<file path="src/rtl/pinmux_pkg.sv">
package pinmux_pkg;
    localparam int PINS    = 32;
    localparam int ADDR_W  = 12;
    localparam int PORT_W  = 4;
    localparam int SLOT_W  = 4;
    localparam int FSEL_W  = 3;
    localparam int MAX_FN  = 1 << FSEL_W;

    typedef enum logic [1:0] {
        ACC_BASE = 2'd0,
        ACC_SET  = 2'd1,
        ACC_CLR  = 2'd2,
        ACC_TGL  = 2'd3
    } acc_e;

    typedef enum logic [SLOT_W-1:0] {
        SL_OWN  = 4'd0,
        SL_OE   = 4'd1,
        SL_OV   = 4'd2,
        SL_PU   = 4'd3,
        SL_PD   = 4'd4,
        SL_FS0  = 4'd5,
        SL_FS1  = 4'd6,
        SL_FS2  = 4'd7,
        SL_LVL  = 4'd8,
        SL_ODL  = 4'd9
    } slot_e;

    typedef struct packed {
        logic [PINS-1:0]              own;
        logic [PINS-1:0]              oe;
        logic [PINS-1:0]              ov;
        logic [PINS-1:0]              pu;
        logic [PINS-1:0]              pd;
        logic [FSEL_W-1:0][PINS-1:0]  fs;
    } cfg_t;

    function automatic logic [PINS-1:0] apply_alias(
        input acc_e            kind,
        input logic [PINS-1:0] cur,
        input logic [PINS-1:0] mask
    );
        case (kind)
            ACC_SET: apply_alias = cur | mask;
            ACC_CLR: apply_alias = cur & ~mask;
            ACC_TGL: apply_alias = cur ^ mask;
            default: apply_alias = cur;
        endcase
    endfunction
endpackage

</file>
<file path="src/rtl/pinmux_regfile.sv">
module pinmux_regfile
    import pinmux_pkg::*;
(
    input  logic                clk,
    input  logic                rst_n,
    input  logic                wr_en,
    input  logic [SLOT_W-1:0]   slot,
    input  acc_e                kind,
    input  logic [PINS-1:0]     wmask,
    output cfg_t                cfg_q
);
    localparam int CFG_BITS = $bits(cfg_t);

    cfg_t cfg_d;

    always_comb begin
        cfg_d = cfg_q;
        if (wr_en && kind != ACC_BASE) begin
            case (slot)
                SL_OWN: cfg_d.own   = apply_alias(kind, cfg_q.own,   wmask);
                SL_OE:  cfg_d.oe    = apply_alias(kind, cfg_q.oe,    wmask);
                SL_OV:  cfg_d.ov    = apply_alias(kind, cfg_q.ov,    wmask);
                SL_PU:  cfg_d.pu    = apply_alias(kind, cfg_q.pu,    wmask);
                SL_PD:  cfg_d.pd    = apply_alias(kind, cfg_q.pd,    wmask);
                SL_FS0: cfg_d.fs[0] = apply_alias(kind, cfg_q.fs[0], wmask);
                SL_FS1: cfg_d.fs[1] = apply_alias(kind, cfg_q.fs[1], wmask);
                SL_FS2: cfg_d.fs[2] = apply_alias(kind, cfg_q.fs[2], wmask);
                default: ;
            endcase
        end
    end

    always_ff @(posedge clk or negedge rst_n) begin
        if (!rst_n) begin
            cfg_q     <= '0;
            cfg_q.own <= '1;
        end else begin
            cfg_q <= cfg_d;
        end
    end

    logic [CFG_BITS-1:0] flat_q;
    assign flat_q = cfg_q;

    AST_SET_NEVER_CLEARS: assert property (@(posedge clk) disable iff (!rst_n)
        (wr_en && kind == ACC_SET) |=> (($past(flat_q) & ~flat_q) == '0));
    AST_CLR_NEVER_SETS: assert property (@(posedge clk) disable iff (!rst_n)
        (wr_en && kind == ACC_CLR) |=> ((~$past(flat_q) & flat_q) == '0));
    AST_BASE_WRITE_INERT: assert property (@(posedge clk) disable iff (!rst_n)
        (wr_en && kind == ACC_BASE) |=> $stable(flat_q));
    AST_RO_WORD_INERT: assert property (@(posedge clk) disable iff (!rst_n)
        (wr_en && slot >= SL_LVL) |=> $stable(flat_q));
endmodule

</file>
<file path="src/rtl/pinmux_sync.sv">
module pinmux_sync #(
    parameter int WIDTH  = 32,
    parameter int STAGES = 2
) (
    input  logic             clk,
    input  logic             rst_n,
    input  logic [WIDTH-1:0] async_i,
    output logic [WIDTH-1:0] sync_o
);
    logic [STAGES-1:0][WIDTH-1:0] chain_d, chain_q;

    always_comb begin
        chain_d[0] = async_i;
        for (int s = 1; s < STAGES; s++) begin
            chain_d[s] = chain_q[s-1];
        end
    end

    always_ff @(posedge clk or negedge rst_n) begin
        if (!rst_n) chain_q <= '0;
        else        chain_q <= chain_d;
    end

    assign sync_o = chain_q[STAGES-1];
endmodule

</file>
<file path="src/rtl/pinmux_select.sv">
module pinmux_select
    import pinmux_pkg::*;
#(
    parameter int NUM_FN = 8
) (
    input  logic [PINS-1:0]             own,
    input  logic [PINS-1:0]             ov,
    input  logic [PINS-1:0]             oe,
    input  logic [FSEL_W-1:0][PINS-1:0] fs,
    input  logic [NUM_FN*PINS-1:0]      fn_out,
    input  logic [NUM_FN*PINS-1:0]      fn_oe,
    output logic [PINS-1:0]             pad_out,
    output logic [PINS-1:0]             pad_oe
);
    for (genvar p = 0; p < PINS; p++) begin : g_pin
        logic [FSEL_W-1:0] code;
        always_comb begin
            for (int b = 0; b < FSEL_W; b++) code[b] = fs[b][p];
        end

        always_comb begin
            pad_out[p] = 1'b0;
            pad_oe[p]  = 1'b0;
            if (own[p]) begin
                pad_out[p] = ov[p];
                pad_oe[p]  = oe[p];
            end else if (int'(code) < NUM_FN) begin
                pad_out[p] = fn_out[int'(code)*PINS + p];
                pad_oe[p]  = fn_oe[int'(code)*PINS + p];
            end
        end
    end
endmodule

</file>
<file path="src/rtl/pinmux_port.sv">
module pinmux_port
    import pinmux_pkg::*;
#(
    parameter int NUM_FN  = 8,
    parameter int PORT_ID = 2
) (
    input  logic                   clk,
    input  logic                   rst_n,
    input  logic                   bus_valid,
    input  logic                   bus_write,
    input  logic [ADDR_W-1:0]      bus_addr,
    input  logic [PINS-1:0]        bus_wdata,
    output logic [PINS-1:0]        bus_rdata,
    input  logic [PINS-1:0]        pad_in_i,
    output logic [PINS-1:0]        pad_out_o,
    output logic [PINS-1:0]        pad_oe_o,
    output logic [PINS-1:0]        pull_up_o,
    output logic [PINS-1:0]        pull_dn_o,
    input  logic [NUM_FN*PINS-1:0] fn_out_i,
    input  logic [NUM_FN*PINS-1:0] fn_oe_i
);
    localparam int                SLOT_LSB = 4;
    localparam int                PORT_LSB = SLOT_LSB + SLOT_W;
    localparam logic [PORT_W-1:0] MY_PORT  = PORT_W'(PORT_ID);

    logic              hit;
    logic              wr_en;
    logic [SLOT_W-1:0] slot;
    acc_e              kind;
    cfg_t              cfg_q;
    logic [PINS-1:0]   level;

    assign hit   = bus_valid && (bus_addr[PORT_LSB +: PORT_W] == MY_PORT)
                   && (bus_addr[1:0] == 2'b00);
    assign wr_en = hit && bus_write;
    assign slot  = bus_addr[SLOT_LSB +: SLOT_W];
    assign kind  = acc_e'(bus_addr[3:2]);

    pinmux_regfile u_regs (
        .clk   (clk),
        .rst_n (rst_n),
        .wr_en (wr_en),
        .slot  (slot),
        .kind  (kind),
        .wmask (bus_wdata),
        .cfg_q (cfg_q)
    );

    pinmux_sync #(.WIDTH(PINS), .STAGES(2)) u_sync (
        .clk     (clk),
        .rst_n   (rst_n),
        .async_i (pad_in_i),
        .sync_o  (level)
    );

    pinmux_select #(.NUM_FN(NUM_FN)) u_sel (
        .own     (cfg_q.own),
        .ov      (cfg_q.ov),
        .oe      (cfg_q.oe),
        .fs      (cfg_q.fs),
        .fn_out  (fn_out_i),
        .fn_oe   (fn_oe_i),
        .pad_out (pad_out_o),
        .pad_oe  (pad_oe_o)
    );

    always_comb begin
        bus_rdata = '0;
        if (hit && !bus_write && kind == ACC_BASE) begin
            case (slot)
                SL_OWN: bus_rdata = cfg_q.own;
                SL_OE:  bus_rdata = cfg_q.oe;
                SL_OV:  bus_rdata = cfg_q.ov;
                SL_PU:  bus_rdata = cfg_q.pu;
                SL_PD:  bus_rdata = cfg_q.pd;
                SL_FS0: bus_rdata = cfg_q.fs[0];
                SL_FS1: bus_rdata = cfg_q.fs[1];
                SL_FS2: bus_rdata = cfg_q.fs[2];
                SL_LVL: bus_rdata = level;
                SL_ODL: bus_rdata = ~cfg_q.oe;
                default: bus_rdata = '0;
            endcase
        end
    end

    assign pull_up_o = cfg_q.pu;
    assign pull_dn_o = cfg_q.pd;

    AST_OWNED_PIN_FOLLOWS_REGS: assert property (@(posedge clk) disable iff (!rst_n)
        (((pad_oe_o ^ cfg_q.oe) | (pad_out_o ^ cfg_q.ov)) & cfg_q.own) == '0);
    AST_ALIAS_READ_ZERO: assert property (@(posedge clk) disable iff (!rst_n)
        (bus_valid && !bus_write && bus_addr[3:2] != 2'b00) |-> bus_rdata == '0);
    AST_FOREIGN_PORT_INERT: assert property (@(posedge clk) disable iff (!rst_n)
        (bus_valid && bus_addr[PORT_LSB +: PORT_W] != MY_PORT) |=> $stable(cfg_q));
endmodule

</file>
<file path="config.mk">
export PLATFORM = sky130hd
export DESIGN_NAME = pinmux_port
export DESIGN_NICKNAME = d
export VERILOG_FILES = /design/src/rtl/pinmux_pkg.sv /design/src/rtl/pinmux_regfile.sv /design/src/rtl/pinmux_sync.sv /design/src/rtl/pinmux_select.sv /design/src/rtl/pinmux_port.sv
export SDC_FILE = /design/constraint.sdc
export NUM_CORES = 1
export LEC_CHECK = 0
export BUFFER_PORTS_ARGS = -buffer_cell sky130_fd_sc_hd__buf_2
export CAP_MARGIN = 5
export CORE_MARGIN = 2
export CORE_UTILIZATION = 35
export DETAILED_ROUTE_END_ITERATION = 8
export PLACE_DENSITY = 0.57
export SLEW_MARGIN = 20
export SYNTH_ARGS = -nofsm -noshare
export SYNTH_HDL_FRONTEND = slang
export SYNTH_HIERARCHICAL = 1
export SYNTH_SLANG_ARGS = --single-unit
</file>
<file path="constraint.sdc">
create_clock -name clk -period 2.3 [get_ports clk]
set_clock_uncertainty 0.05 [all_clocks]
set_input_delay 0.345 -clock clk [delete_from_list [all_inputs] [get_ports clk]]
set_output_delay 0.345 -clock clk [all_outputs]
set_load 0.02 [all_outputs]
</file>
==> results.tsv <==
stage	metric	value	unit
synthesis	yosys.area_share.simple	2.34	%
cells_and_area	fin_area	42000	um2
setup_path	path_delay_family	multiplexers	
synthesis	syn-mean-instance-area	11.4	um2
sta	hold_slack	0.258	ns
routing	route.vias.total	25200	
setup_path	cp_cell_sequence	mux2i_4, mux4_2, o21ai_2, buf_6, buf_6	
floorplan	core.rowCount	109	
synthesis	synth_top_family_by_area	multiplexers	
clock_tree	cts.htree.levels	2	
routing	first_pass_iters	5	
setup_path	ff2ff_path_depth	9	
sta	hold_viol	0	
setup_path	cpMaxStageDelayCell	dfrtp_2	
sta	setup_tns	-7.88	ns
synthesis	synth.area.mux_share	38.2	%
run	drv_cap	0	
global_route	grt_pass1_wl	153	mm
sta	grt_setup_unrepaired	yes	
sta	setup_slack	-0.319	ns
setup_path	crit_path_end_kind	output pin	
global_route	antenna_found_initial	1	
clock_tree	cts.path.max_buffers	3	
placement	port-buffer-count	751	
floorplan	ios	752	
setup_path	crit_path_end	pad_out_o[9]	
setup_path	path_max_fanout	5	
global_route	grt_pass1_vias	25300	
power_and_ir_drop	seq_power_share	36.6	%
floorplan	die-area	92200	um2
floorplan	die_w	304	um
cells_and_area	areaGrowthSynthToFinish	33.8	%
cells_and_area	nets	4792	
hold_path	min-delay-path-class	primary input to asynchronous set/reset pin	
synthesis	synth_compound_area_share	6.01	%
synthesis	yosys_warnings	6	
synthesis	synth_ff_type	dfrtp_1	
power_and_ir_drop	combPwrFrac	19.0	%
sta	fmax	382	MHz
power_and_ir_drop	p_sw_share	27.2	%
setup_path	r2r_start	u_regs/cfg_q[16]	
clock_tree	cts_made_buffers	45	
routing	dr.first_iter.drc_count	1227	
synthesis	syn_area	31400	um2
run_status	failed_checks	negative setup slack	
global_route	grt_start_max_net_pins	135	
synthesis	ys_types	44	
setup_path	worstReg2RegEnd	u_regs/cfg_q[16]	
setup_path	reg2reg_slack	0.57	ns
power_and_ir_drop	switching_power	0.00428	W
placement	dp_hpwl	73.6	mm
routing	postRouteAntennaNets	0	
clock_tree	clock_sinks	320	
sta	setup_viol	70	
power_and_ir_drop	cellLeakagePower	23.5	nW
setup_path	cp_num_cells	5	
routing	wl	107	mm
floorplan	die_height	304	um
setup_path	worstSetupPathType	flip-flop to output pin	
power_and_ir_drop	vdd_drop_max	0.398	mV
synthesis	synthArstFlopShare	100	%
sta	tightest_slew	0.995	ns
floorplan	core_area	88600	um2
clock_tree	root_buffer	clkbuf_16	
routing	via_per_inst	5.16	
synthesis	postSynthCellCount	2746	
floorplan	start_util	35.4	%
sta	relSlewSlack	33.7	%
synthesis	yosys.area_share.adder	20.4	%
routing	drcViolationCount	0	
sta	fin_crit_sh	114	%
synthesis	yosys_register_bits	320	
setup_path	critPathBufInv	2	
global_route	grt_util_all_layers	21.6	%
sta	slew_viol_final	0	
run_status	outcome	finished, violations left	
clock_tree	cts_tree	done	
placement	place_congestion	0.822	
synthesis	syn-num-nets	3850	
setup_path	cp_common_cell	buf_6	
synthesis	ys_seq_area_share	25.6	%
setup_path	crit_start	u_regs/cfg_q[9]	
sta	min_period	2.62	ns
placement	placed_area	37100	um2
synthesis	synth_edf_count	0	
clock_tree	insertion_delay	0.57	ns
synthesis	synthXorXnorAreaFrac	0	%
setup_path	critPathArrivalTime	2.22	ns
setup_path	start_kind	flip-flop	
global_route	gr-total-overflow	0	
power_and_ir_drop	internal_power	0.0115	W
routing	wl_per_cell	21.8	um
setup_path	cp.required	1.90	ns
cells_and_area	antenna_cells	0	
power_and_ir_drop	pwr-share-clk	44.5	%
setup_path	max_stage_delay	0.52	ns
cells_and_area	final_layout_size_suffix_gt1_share	43.7	%
clock_tree	path_clk_slew	0.06	ns
power_and_ir_drop	power_density	375	nW/um2
-- registers in the layout, summed over array words and instances, names as in the netlist --
register	count
u_sync/chain_d	32
u_regs/cfg_q	256
u_sync/sync_o	32
-- synthesized netlist by cell type (9+ instances only) --
master	count	area share, %
a21oi_1	27	0.43
a221oi_1	53	1.5
a221oi_2	11	0.53
a22o_1	59	1.6
a31oi_1	32	0.64
buf_12	9	0.57
buf_2	54	0.86
buf_4	14	0.33
buf_6	50	1.8
clkbuf_1	31	0.37
dfrtp_1	288	23
dfstp_2	32	2.7
ha_1	512	20
inv_1	288	3.4
mux2_2	256	9.2
mux2i_1	768	24
mux4_2	64	4.6
nand2_1	65	0.78
nor2_1	27	0.32
o21ai_1	64	1.0
-- through the flow --
stage	cells	power, W	setup slack (ns)	util [%]
2_1_floorplan	2746	0.00744	0.120	-
3_3_place_gp	4651	0.00851	-0.367	41.8
3_5_place_dp	4651	0.00857	-0.445	41.8
4_1_cts	4869	0.0159	-0.363	46.2
5_1_grt	4889	0.0165	-0.390	47.4
6_report	4889	0.0158	-0.319	47.4
-- cells in the final DEF, fill, tap and decap left out, types with 27 or more instances in the layout --
cell,netlist,routed
a21oi_1,27,27
a221oi_2,11,28
a22o_1,59,58
buf_12,9,66
buf_2,54,650
buf_4,14,153
buf_6,50,136
clkbuf_16,0,49
dfrtp_1,288,248
dfrtp_2,0,40
dfstp_2,32,32
dlygate4sd3_1,0,33
ha_1,512,512
inv_1,288,288
mux2_2,256,256
mux2i_1,768,759
mux4_2,64,64
nand2_1,65,65
nor2_1,27,27
o21ai_2,0,46
-- cell families after synthesis --
group,count (synthesis)
and+or+nand+nor,120
DFF,320
muxes,1088
adders and majority gates,512
buffers and inverters,449
AOI/OAI and AO/OA,257
-- worst register-to-register path, cell delays in order (launching register included) --
cell and delay [ns]:
dfrtp_2 0.41, buf_6 0.14, buf_6 0.11, buf_4 0.12, buf_4 0.13, inv_1 0.06
ha_1 0.22, mux2i_1 0.14, mux2_2 0.17, mux2i_1 0.06
-- power by group through the flow --
stage / combinational [W] / sequential [W] / clock [W]
after global routing: 0.00328 / 0.00577 / 0.00743
after global placement: 0.00265 / 0.00587 / 0
final: 0.00299 / 0.00577 / 0.00701
after CTS: 0.00289 / 0.00577 / 0.00720
after detailed placement: 0.00270 / 0.00587 / 0
after floorplan: 0.00160 / 0.00584 / 0
-- per-layer routing --
| layer | global-route usage (%) | routed length (um) |
|---|---|---|
| met1 | 27.2 | 45300 |
| met2 | 38.1 | 52600 |
| met3 | 3.66 | 6080 |
| met4 | 5.51 | 2840 |
| met5 | 0 | 0 |
-- worst min path at each step --
stage,end,slack [ns],cells past startpoint
after floorplan,u_regs/cfg_q[0],-0.0006,0
final,u_regs/cfg_q[30],0.26,2
after global placement,u_regs/cfg_q[62],0.27,1
after detailed placement,u_regs/cfg_q[30],0.27,1
after CTS,u_regs/cfg_q[62],0.24,2
after global routing,u_regs/cfg_q[30],0.28,2
-- timing repair --
item                       CTS  global route
hold endpoints to repair    62             0
pin swaps                   54            45
buffers inserted           101            16
gates cloned                 6             5
setup endpoints to repair   96            96
hold buffers                33             0
resized for setup          327           160
-- area by class of cell --
type                            instances  area [um2]
Fill cell                            8220       46600
Multi-Input combinational cell       1977       22000
Sequential cell                       320        8100
Timing Repair Buffer                 1055        7940
Tap cell                             1165        1460
Clock buffer                           71        1330
Inverter                              289        1080
Clock inverter                         12         120
Power figures use the tool's default switching activity.
